==> src/rtl/acsu_pkg.sv <==
package acsu_pkg;

   typedef enum logic [2:0] {
      OP_ADD  = 3'd0,
      OP_SUB  = 3'd1,
      OP_MUL  = 3'd2,
      OP_DIV  = 3'd3,
      OP_PUSH = 3'd4,
      OP_POP  = 3'd5,
      OP_LOAD = 3'd6,
      OP_NOP  = 3'd7
   } acsu_op_e;

   function automatic logic acsu_is_arith(input acsu_op_e op);
      return (op == OP_ADD) || (op == OP_SUB) || (op == OP_MUL) || (op == OP_DIV);
   endfunction

endpackage

==> src/rtl/acsu_alu.sv <==
module acsu_alu
   import acsu_pkg::*;
#(
   parameter int  DATA_W     = 16,
   parameter bit  DIV_SIGNED = 1'b1
) (
   input  acsu_op_e          op,
   input  logic [DATA_W-1:0] lhs,
   input  logic [DATA_W-1:0] rhs,
   output logic [DATA_W-1:0] result,
   output logic              rhs_zero
);

   logic [DATA_W-1:0] quot;
   logic [DATA_W-1:0] prod;

   assign rhs_zero = (rhs == '0);
   assign prod     = lhs * rhs;

   generate
      if (DIV_SIGNED) begin : g_sdiv
         always_comb begin
            if (rhs_zero) quot = lhs;
            else          quot = DATA_W'($signed(lhs) / $signed(rhs));
         end
      end else begin : g_udiv
         always_comb begin
            if (rhs_zero) quot = lhs;
            else          quot = lhs / rhs;
         end
      end
   endgenerate

   always_comb begin
      unique case (op)
         OP_ADD:  result = lhs + rhs;
         OP_SUB:  result = lhs - rhs;
         OP_MUL:  result = prod;
         OP_DIV:  result = quot;
         default: result = lhs;
      endcase
   end

endmodule

==> src/rtl/acsu_lifo.sv <==
module acsu_lifo #(
   parameter int DATA_W = 16,
   parameter int DEPTH  = 8,
   localparam int PW    = $clog2(DEPTH),
   localparam int LW    = $clog2(DEPTH + 1)
) (
   input  logic              clk,
   input  logic              rst_n,
   input  logic              push,
   input  logic              pop,
   input  logic [DATA_W-1:0] din,
   output logic [DATA_W-1:0] top,
   output logic              empty,
   output logic              full,
   output logic [LW-1:0]     level
);

   logic [DATA_W-1:0] mem [DEPTH];
   logic [LW-1:0]     sp_q;
   logic [PW-1:0]     wr_ptr;
   logic [PW-1:0]     rd_ptr;

   assign level  = sp_q;
   assign empty  = (sp_q == '0);
   assign full   = (sp_q == LW'(DEPTH));
   assign wr_ptr = PW'(sp_q);
   assign rd_ptr = PW'(sp_q - 1'b1);
   assign top    = mem[rd_ptr];

   always_ff @(posedge clk or negedge rst_n) begin
      if (!rst_n) begin
         sp_q <= '0;
      end else if (push && !full) begin
         sp_q <= sp_q + 1'b1;
      end else if (pop && !empty) begin
         sp_q <= sp_q - 1'b1;
      end
   end

   always_ff @(posedge clk) begin
      if (push && !full) mem[wr_ptr] <= din;
   end

   // a granted pop lowers the level by exactly one
   p_pop_lowers_r7: assert property (@(posedge clk) disable iff (!rst_n)
      (pop && !push && !empty) |=> (sp_q == $past(sp_q) - 1'b1));

   // the level never passes the depth
   p_no_overflow_r10: assert property (@(posedge clk) disable iff (!rst_n)
      (sp_q <= LW'(DEPTH)));

endmodule

==> src/rtl/acsu_regfile.sv <==
module acsu_regfile #(
   parameter int DATA_W   = 16,
   parameter int NUM_REGS = 8,
   parameter logic [NUM_REGS*DATA_W-1:0] REG_INIT = '0,
   localparam int RW = $clog2(NUM_REGS)
) (
   input  logic                       clk,
   input  logic                       rst_n,
   input  logic                       we,
   input  logic [RW-1:0]              idx,
   input  logic [DATA_W-1:0]          wdata,
   output logic [DATA_W-1:0]          rdata,
   output logic [NUM_REGS*DATA_W-1:0] flat
);

   logic [DATA_W-1:0] regs [NUM_REGS];

   generate
      for (genvar i = 0; i < NUM_REGS; i++) begin : g_reg
         always_ff @(posedge clk or negedge rst_n) begin
            if (!rst_n) begin
               regs[i] <= REG_INIT[i*DATA_W +: DATA_W];
            end else if (we && (idx == RW'(i))) begin
               regs[i] <= wdata;
            end
         end
         assign flat[i*DATA_W +: DATA_W] = regs[i];
      end
   endgenerate

   assign rdata = regs[idx];

endmodule

==> src/rtl/acc_stack_unit.sv <==
module acc_stack_unit
   import acsu_pkg::*;
#(
   parameter int DATA_W      = 16,
   parameter int NUM_REGS    = 8,
   parameter int STACK_DEPTH = 8,
   parameter bit DIV_SIGNED  = 1'b1,
   parameter logic [NUM_REGS*DATA_W-1:0] REG_INIT = '0,
   localparam int RW = $clog2(NUM_REGS),
   localparam int IW = RW + 1,
   localparam int LW = $clog2(STACK_DEPTH + 1)
) (
   input  logic                       clk,
   input  logic                       rst_n,
   input  logic                       issue_valid,
   input  logic [2:0]                 issue_op,
   input  logic [IW-1:0]              issue_reg,
   output logic                       done,
   output logic                       err_div0,
   output logic                       err_ovf,
   output logic                       err_unf,
   output logic [DATA_W-1:0]          acc_o,
   output logic [NUM_REGS*DATA_W-1:0] regs_o
);

   generate
      if (DATA_W < 2) begin : g_bad_width
         $error("DATA_W must be at least 2");
      end
      if ((NUM_REGS < 2) || ((1 << RW) != NUM_REGS)) begin : g_bad_regs
         $error("NUM_REGS must be a power of two, at least 2");
      end
      if (STACK_DEPTH < 2) begin : g_bad_depth
         $error("STACK_DEPTH must be at least 2");
      end
   endgenerate

   acsu_op_e          op;
   logic              sel_acc;
   logic [RW-1:0]     ridx;
   logic [DATA_W-1:0] acc_q, acc_d;
   logic [DATA_W-1:0] rf_rd, src_val;
   logic              rf_we;
   logic [DATA_W-1:0] stk_top;
   logic              stk_empty, stk_full, stk_push, stk_pop;
   logic [LW-1:0]     stk_level;
   logic [DATA_W-1:0] alu_res;
   logic              alu_dz;
   logic              div0_d, ovf_d, unf_d;

   assign op      = acsu_op_e'(issue_op);
   assign sel_acc = issue_reg[IW-1];
   assign ridx    = issue_reg[RW-1:0];
   assign src_val = sel_acc ? acc_q : rf_rd;

   acsu_regfile #(
      .DATA_W   (DATA_W),
      .NUM_REGS (NUM_REGS),
      .REG_INIT (REG_INIT)
   ) u_rf (
      .clk   (clk),
      .rst_n (rst_n),
      .we    (rf_we),
      .idx   (ridx),
      .wdata (stk_top),
      .rdata (rf_rd),
      .flat  (regs_o)
   );

   acsu_lifo #(
      .DATA_W (DATA_W),
      .DEPTH  (STACK_DEPTH)
   ) u_stk (
      .clk   (clk),
      .rst_n (rst_n),
      .push  (stk_push),
      .pop   (stk_pop),
      .din   (src_val),
      .top   (stk_top),
      .empty (stk_empty),
      .full  (stk_full),
      .level (stk_level)
   );

   acsu_alu #(
      .DATA_W     (DATA_W),
      .DIV_SIGNED (DIV_SIGNED)
   ) u_alu (
      .op       (op),
      .lhs      (acc_q),
      .rhs      (stk_top),
      .result   (alu_res),
      .rhs_zero (alu_dz)
   );

   always_comb begin
      acc_d    = acc_q;
      stk_push = 1'b0;
      stk_pop  = 1'b0;
      rf_we    = 1'b0;
      div0_d   = 1'b0;
      ovf_d    = 1'b0;
      unf_d    = 1'b0;
      if (issue_valid) begin
         unique case (op)
            OP_ADD, OP_SUB, OP_MUL, OP_DIV: begin
               if (stk_empty)                    unf_d  = 1'b1;
               else if ((op == OP_DIV) && alu_dz) div0_d = 1'b1;
               else                              acc_d  = alu_res;
            end
            OP_PUSH: begin
               if (stk_full) ovf_d    = 1'b1;
               else          stk_push = 1'b1;
            end
            OP_POP: begin
               if (stk_empty) begin
                  unf_d = 1'b1;
               end else begin
                  stk_pop = 1'b1;
                  if (sel_acc) acc_d = stk_top;
                  else         rf_we = 1'b1;
               end
            end
            OP_LOAD: acc_d = src_val;
            default: ;
         endcase
      end
   end

   always_ff @(posedge clk or negedge rst_n) begin
      if (!rst_n) begin
         acc_q    <= '0;
         done     <= 1'b0;
         err_div0 <= 1'b0;
         err_ovf  <= 1'b0;
         err_unf  <= 1'b0;
      end else begin
         acc_q    <= acc_d;
         done     <= issue_valid;
         err_div0 <= div0_d;
         err_ovf  <= ovf_d;
         err_unf  <= unf_d;
      end
   end

   assign acc_o = acc_q;

   // done follows each accepted instruction, and only those
   p_done_pulse_r12: assert property (@(posedge clk) disable iff (!rst_n)
      issue_valid |=> done);
   p_done_idle_r12: assert property (@(posedge clk) disable iff (!rst_n)
      !issue_valid |=> !done);
   p_flags_in_done_r12: assert property (@(posedge clk) disable iff (!rst_n)
      (err_div0 || err_ovf || err_unf) |-> done);
   p_one_flag_r12: assert property (@(posedge clk) disable iff (!rst_n)
      $onehot0({err_div0, err_ovf, err_unf}));

   // arithmetic never moves the stack
   p_arith_keeps_stack_r3: assert property (@(posedge clk) disable iff (!rst_n)
      (issue_valid && acsu_is_arith(op)) |=> $stable(stk_level));

   // a zero divisor keeps the accumulator
   p_div0_keeps_acc_r5: assert property (@(posedge clk) disable iff (!rst_n)
      err_div0 |-> $stable(acc_q));

   // push on a full stack is flagged and dropped
   p_push_full_r10: assert property (@(posedge clk) disable iff (!rst_n)
      (issue_valid && (op == OP_PUSH) && stk_full) |=> (err_ovf && $stable(stk_level)));

   // empty-stack access is flagged and changes nothing
   p_empty_access_r11: assert property (@(posedge clk) disable iff (!rst_n)
      (issue_valid && ((op == OP_POP) || acsu_is_arith(op)) && stk_empty)
      |=> (err_unf && $stable(acc_q) && $stable(regs_o)));

endmodule

==> config.mk <==
export PLATFORM = sky130hd
export DESIGN_NAME = acc_stack_unit
export DESIGN_NICKNAME = d
export VERILOG_FILES = /design/src/rtl/acsu_pkg.sv /design/src/rtl/acsu_alu.sv /design/src/rtl/acsu_lifo.sv /design/src/rtl/acsu_regfile.sv /design/src/rtl/acc_stack_unit.sv
export SDC_FILE = /design/constraint.sdc
export NUM_CORES = 1
export LEC_CHECK = 0
export ABC_AREA = 1
export ABC_CLOCK_PERIOD_IN_PS = 82900
export CAP_MARGIN = 10
export CORE_ASPECT_RATIO = 0.75
export CORE_UTILIZATION = 45
export DETAILED_ROUTE_END_ITERATION = 16
export DONT_BUFFER_PORTS = 1
export HOLD_SLACK_MARGIN = 0.08
export PLACE_DENSITY = 0.62
export SYNTH_ARGS = -nofsm -noshare
export SYNTH_HDL_FRONTEND = slang
export SYNTH_SLANG_ARGS = --single-unit
==> constraint.sdc <==
create_clock -name clk -period 82.9 [get_ports clk]
set_input_delay 8.29 -clock clk [delete_from_list [all_inputs] [get_ports clk]]
set_output_delay 8.29 -clock clk [all_outputs]
set_load 0.1 [all_outputs]
Yosys cells after proc, flatten, opt, wreduce, memory -nomap -nowiden
Memory sizes are Yosys's and may differ from the RTL's.
Index checks and enable logic that the tools add are counted.
{ "totals": {"register_bits": 152, "latch_bits": 0, "ramBits": 128, "romBits": 0, "inputBits": 10, "output_inout_bits": 148, "word_cells": 100, "memories": 1} }
{ "memory_table": {"columns": ["name", "depth", "width", "read_ports", "rd_clocked_by_memory_dff", "write_ports", "line", "source"], "rows": [
  ["u_stk.mem", 8, 16, 1, 0, 1, "acsu_lifo.sv:18", "logic [DATA_W-1:0] mem [DEPTH];"]
]} }
{ "classes": {"add_sub_neg": 4, "mul": 1, "div": 1, "magnitude_cmp": 1, "n_eq_ne": 20, "n_shift": 0, "muxes": 35, "bitwise_logic": 1, "reduce_logical": 22} }
{ "ops": {"columns": ["operator", "n"], "rows": [
  ["16-bit two-way mux", 8],
  ["16-bit case mux with 4 select lines", 1],
  ["16-bit binary-select mux with 3-bit select", 1],
  ["16-bit case mux with 3 select lines", 1],
  ["1-bit two-way mux", 22],
  ["3-bit == test, second input constant", 7],
  ["16-bit adder", 1],
  ["16-bit by 16-bit divider with 16-bit output", 1],
  ["16-bit zero test", 1],
  ["16-bit by 16-bit multiplier with 16-bit output", 1],
  ["16-bit subtractor", 1],
  ["3-bit by 2-bit == test with 1-bit output, second input constant", 4],
  ["1-bit logical AND", 11],
  ["4-bit two-way mux", 2],
  ["2-bit != test, second input constant", 4],
  ["8-bit AND reduction", 1],
  ["3-bit by 1-bit == test with 1-bit output, second input constant", 2],
  ["3-bit zero test", 2],
  ["5-bit by 2-bit != test with 1-bit output, second input constant", 1],
  ["5-bit OR reduction", 1],
  ["4-bit by 1-bit adder with 4-bit output, second input constant", 1],
  ["4-bit == test, second input constant", 1],
  ["4-bit >= comparator, second input constant", 1],
  ["4-bit zero test", 1],
  ["other kinds (7)", 8]
]} }

Logic depth before layout (Yosys ltp)
An unclocked memory read counts as a cell.
{ "depth": {"depth_word": 8, "depth_mapped": 272, "ltp_nobuf": 261} }

Cells and area by module
Synthesis repeated with hierarchy kept, for this count alone.
{ "unflattened": {"hier_cells": 3646, "hier_area_um2": 26367.8} }
{ "by_module_without_submodules": {"columns": ["mod", "n_inst", "cells_per_inst", "area_per_inst_um2", "seq_area_each_um2"], "rows": [
  ["acsu_alu", 1, 2159, 13479.2, 0.0],
  ["acsu_regfile", 1, 803, 5987.0, 3203.1],
  ["acsu_lifo", 1, 447, 5358.9, 3943.8],
  ["acc_stack_unit", 1, 237, 1542.7, 500.5]
]} }

Worst setup path after synthesis
No wires, ideal clock.
{ "synth_path": {"kind": "reg-to-reg", "startpoint": "reg u_stk.sp_q[0] (netlist: u_stk.level[0])", "endpoint": "reg acc_q[14] (netlist: acc_o[14])", "setup_time_ps": 87, "arrival_ps": 32134, "required_ps": 82813, "path_slack_ps": 50679, "stages_incl_launch_ff": 257, "n_path_buf": 9, "period_less_slack_ps": 32221, "path_cell_list": "dfrtp_1 > inv_1 > buf_2 > buf_2 > ha_1 > xnor2_2 > buf_4 > nand3_1 > nand2_2 > buf_1 > ha_1 > nand2_1 > nor2_4 > nand3_1 > nand2_1 > nand3_1 > nand2_1 > nand2_1 > [221 not listed] > o21a_1 > o21a_1 > o21ai_0 > a21oi_1 > nor2_1 > ha_1 > nand3_1 > nor2_1 > nand3_1 > nor2_1 > inv_1 > nor2_1 > nand3_1 > nand3_1 > nand3_1 > nand2_1 > nand2_1 > a22oi_1"} }
{ "synth_between": {"elab_chain_len": 8, "word_cells_on_any_way": 21, "classes_between": "add/sub (3); mul (1); div (1); eq/ne (4); mux (7); reduce/logical (4); memory (1)"} }
{ "synth_lines": {"columns": ["element", "line", "source"], "rows": [
  ["start, declared", "acsu_lifo.sv:19", "logic [LW-1:0] sp_q;"],
  ["start signal, assigned", "acsu_lifo.sv:34", "sp_q <= sp_q + 1'b1;"],
  ["start signal, assigned", "acsu_lifo.sv:36", "sp_q <= sp_q - 1'b1;"],
  ["4-bit by 1-bit subtractor with 4-bit output", "acsu_lifo.sv:27", "assign rd_ptr = PW'(sp_q - 1'b1);"],
  ["memory 8 x 16 bit", null, null],
  ["16-bit by 16-bit divider with 16-bit output", "acsu_alu.sv:24", "else quot = DATA_W'($signed(lhs) / $signed(rhs));"],
  ["16-bit two-way mux", "acsu_alu.sv:23", "if (rhs_zero) quot = lhs;"],
  ["16-bit case mux with 4 select lines", "acsu_alu.sv:35", "unique case (op)"],
  ["16-bit two-way mux", "acc_stack_unit.sv:108", "else if ((op == OP_DIV) && alu_dz) div0_d = 1'b1;"],
  ["16-bit two-way mux", "acc_stack_unit.sv:107", "if (stk_empty) unf_d = 1'b1;"],
  ["16-bit case mux with 3 select lines", "acc_stack_unit.sv:105", "unique case (op)"],
  ["end signal, assigned", "acc_stack_unit.sv:132", "acc_q <= '0;"],
  ["end signal, assigned", "acc_stack_unit.sv:138", "acc_q <= acc_d;"],
  ["end, declared", "acc_stack_unit.sv:41", "logic [DATA_W-1:0] acc_q, acc_d;"]
]} }
Parallel ways exist; a longest one is shown, timed or not. The select of a mux whose other input is x is not followed.
A chain may end at the register's enable or synchronous reset.

Worst setup path in the final report
{ "layout_path": {"startpoint": "reg u_stk.sp_q[1] (netlist: u_stk.level[1])", "endpoint": "reg acc_q[12] (netlist: acc_o[12])"} }
The elaborated chain is that of the path after synthesis.

==> impl_summary.log <==
[metrics] type of origin of the critical path: flop
[metrics] count of final max-slew check failures: 0
[metrics] maximum level of the CTS H-tree: 1
[metrics] total standard cell area after synthesis: 24,700 sq um
[metrics] placement-stage worst setup slack: 43.90 ns
[metrics] most common cell after layout, fill and taps aside: nand2_1
[metrics] GRT Max-Usage Layer: met1
[metrics] clock latency of the later-clocked register in the worst-skew pair: 0.56 ns
[metrics] total grt overflow: 0
[metrics] area enclosed by the die boundary: 55,900 sq um
[metrics] final wirelength: 86.0 mm
[metrics] DRC errors left: 0
[metrics] RSZ-0062 raised after global routing: false
[metrics] endpoint kind of the worst setup timing path: flop
[metrics] Initial Util: 0.461
[metrics] Top cell by count, worst path: nand2_1
[metrics] number of cells on the worst hold path: 2
[metrics] data arrival time of the critical path: 40.17 ns
[metrics] worst slew pin tran: 1.21 ns
[metrics] fin worst setup slack: 43.18 ns
[metrics] clock input transition at the sequential cells of the worst setup and hold paths: 0.07 ns
[metrics] non-filler instance count after layout: 4,027
[metrics] antenna violations before repair: 4
[metrics] GR Util All Layers: 0.306
[metrics] CTS Buf Count: 27
[metrics] Syn. warnings: 0
[metrics] flop-to-flop setup slack: 43.18 ns
[metrics] commonest cells after routing, fill and taps aside: nand2_1 (850), inv_1 (464), nor2_1 (250), nand3_1 (237), o21ai_0 (234)
[metrics] met1 track demand over resource in global routing: 0.455
[metrics] instance count of the mapped netlist: 3,328
[metrics] routability congestion estimate: 1.02
[metrics] Layout Nets: 3,593
[metrics] count of TritonRoute iterations in the first routing pass: 6
[metrics] count of filler cells inserted in the layout: 5,201
[metrics] Critical R2R Launch: u_stk.level[1]$_DFFE_PN0P_
[metrics] number of placed cells counting well taps: 3,974
[metrics] global routing usage on met2: 0.448
[metrics] via count of the first global-routing pass: 21.4k
[metrics] Final Hold Viols: 0
[metrics] status: complete, no violations
[metrics] share of the yosys chip area belonging to registers: 0.309
[metrics] largest fanout on the critical path: 21
[metrics] startpoint of the worst hold path: u_stk.level[3]$_DFFE_PN0P_
[metrics] maximum clock frequency: 25.2 MHz
[metrics] TritonCTS clock tree: yes
[metrics] worst-case hold path end point: err_ovf$_DFF_PN0_
[metrics] final critical-path required period: 39.72 ns
[metrics] Syn Nets: 3,626
[metrics] layout cell share with drive strength beyond 1: 0.0658
[metrics] number of clock sinks seen by CTS: 280
[metrics] standard-cell row count: 73
[metrics] Post CTS Setup Buffer Count: 0
[metrics] setup TNS after final layout: 0 ns
[metrics] GR Layer Usage met3: 0.0653
[metrics] pin count of the biggest net entering global routing: 153
[metrics] # port buffers: 0
[metrics] worst-case headroom to the max-slew limit: 0.185
[metrics] asr flop ratio synth: 0.543
[metrics] average via count per standard cell: 5.75
[metrics] footprint of the multi-input gates: 14,700 sq um
[metrics] placed wire-length estimate after detailed placement: 62.7 mm
[metrics] Mapped Avg Cell Area: 7.42 sq um
[metrics] die width: 273 um
[metrics] placeable core area: 53,600 sq um
[metrics] area used by sequential logic in the layout: 7650 sq um
[metrics] cells resized by post-CTS repair: 0
[metrics] height of the die: 205 um
[metrics] largest clock skew in the final design: 0.0121 ns
[metrics] share of the cycle needed by the critical path after routing: 0.479
[metrics] Hold/Removal Path Class: reg -> reg
[metrics] number of ports placed on the die boundary: 158
[metrics] total of max-cap violations: 0
[metrics] Finish-stage setup viols: 0
[metrics] cell count of the worst reg-to-reg path: 246
[metrics] cell with the largest stage delay on the worst path: xnor2_2
[metrics] DRC marker count from the first detailed-route iteration: 2,716
[metrics] start-to-end type of the worst setup path: reg -> reg
[metrics] number of buffers on the longest clock path: 3
[metrics] vias after detailed routing: 23.2k
[metrics] global-route wire length before repair: 131 mm
[metrics] reg-to-reg critical path endpoint: acc_o[12]$_DFFE_PN0P_
[metrics] largest stage delay on the critical path: 0.92 ns
[metrics] required time at the endpoint of the critical path: 83.36 ns
[metrics] Syn-to-layout area delta: 7.25%
[metrics] wire length per cell: 21.3 um
[metrics] Post-synth EDFFs: 128
[metrics] post-synth cell types: 56
[metrics] number of synthesized register bits: 280
[metrics] ANT nets after route: 0
[metrics] Main synth FF type: dfrtp_1
[metrics] root cell of the clock tree: clkbuf_16
[metrics] number of hold buffers added after CTS: 0
-- critical path: cells and delay by family (launching register included) --
family / cells / cell delay [ns]
xor+xnor: 1 / 0.92
buf+inv: 35 / 4.40
simple gates: 128 / 17.15
compound gates: 65 / 11.36
flops: 1 / 0.50
fa+ha+maj: 17 / 5.17
-- sequential cells by signal, indices dropped and copies added, names as in the netlist --
register	flops
u_stk.mem	128
err_div0	1
acc_o	16
done	1
u_rf.flat	128
err_unf	1
err_ovf	1
u_stk.level	4
-- metal layers --
metal  routed length [um]  part of all wire
met5                    0                 0
met4                 2690             0.031
met3                 9280              0.11
met2                35400              0.41
met1                38600              0.45
-- metrics by stage --
stage / cell area [sq um] / hold WS (ns) / util
2_1_floorplan: 24700 / 0.538 / -
3_3_place_gp: 25600 / 0.556 / 0.477
3_5_place_dp: 25600 / 0.570 / 0.477
4_1_cts: 26400 / 0.574 / 0.493
5_1_grt: 26500 / 0.603 / 0.494
6_report: 26500 / 0.583 / 0.494
-- layout make-up --
class | instances | share of cell area
tap | 712 | 0.0336
multi-input combinational | 2429 | 0.556
clock inverter | 17 | 0.00656
clock buffer | 30 | 0.0263
timing repair buffer | 68 | 0.0198
sequential | 280 | 0.289
inverter | 489 | 0.0693
antenna | 2 | 0.000189
-- worst max path at each step --
stage / from / to / slack (ns) / cells after the start
6_report: u_stk.level[1]$_DFFE_PN0P_ / acc_o[12]$_DFFE_PN0P_ / 43.18 / 246
5_1_grt: u_stk.level[1]$_DFFE_PN0P_ / acc_o[12]$_DFFE_PN0P_ / 38.76 / 248
4_1_cts: u_stk.level[1]$_DFFE_PN0P_ / acc_o[12]$_DFFE_PN0P_ / 43.71 / 248
3_5_place_dp: u_stk.level[1]$_DFFE_PN0P_ / acc_o[12]$_DFFE_PN0P_ / 43.90 / 246
3_3_place_gp: u_stk.level[1]$_DFFE_PN0P_ / acc_o[14]$_DFFE_PN0P_ / 45.28 / 241
2_1_floorplan: u_stk.level[0]$_DFFE_PN0P_ / acc_o[14]$_DFFE_PN0P_ / 50.68 / 256
-- cells in the mapped netlist, drive strengths merged, types with 13 or more instances --
cell | count | area share
nand2 | 866 | 0.13
buf | 40 | 0.0084
or2 | 29 | 0.0073
nand4 | 27 | 0.0068
a21oi | 123 | 0.025
nand3 | 242 | 0.050
dfrtp | 152 | 0.15
a221oi | 25 | 0.0089
xor2 | 68 | 0.024
nor2 | 270 | 0.044
o21bai | 13 | 0.0039
nor3 | 26 | 0.0057
o21ai | 264 | 0.055
a21o | 14 | 0.0043
edfxtp | 128 | 0.16
clkbuf | 90 | 0.014
inv | 481 | 0.073
o22ai | 13 | 0.0033
xnor2 | 38 | 0.014
ha | 207 | 0.10
fa | 81 | 0.066
a22oi | 44 | 0.013
-- logic make-up (layout without fill, tap and decap cells) --
family | Yosys count | after routing | share of synthesized area
compound gates | 544 | 544 | 0.129
xor+xnor | 106 | 106 | 0.0382
fa+ha+maj | 288 | 288 | 0.170
buf+inv | 619 | 604 | 0.0964
flops | 280 | 280 | 0.309
mux | 3 | 3 | 0.00122
other cells | 0 | 2 | 0
simple gates | 1488 | 1488 | 0.255
Power is not shown: default switching activity piles up to over one toggle a cycle in this logic, so the estimate is an artifact.
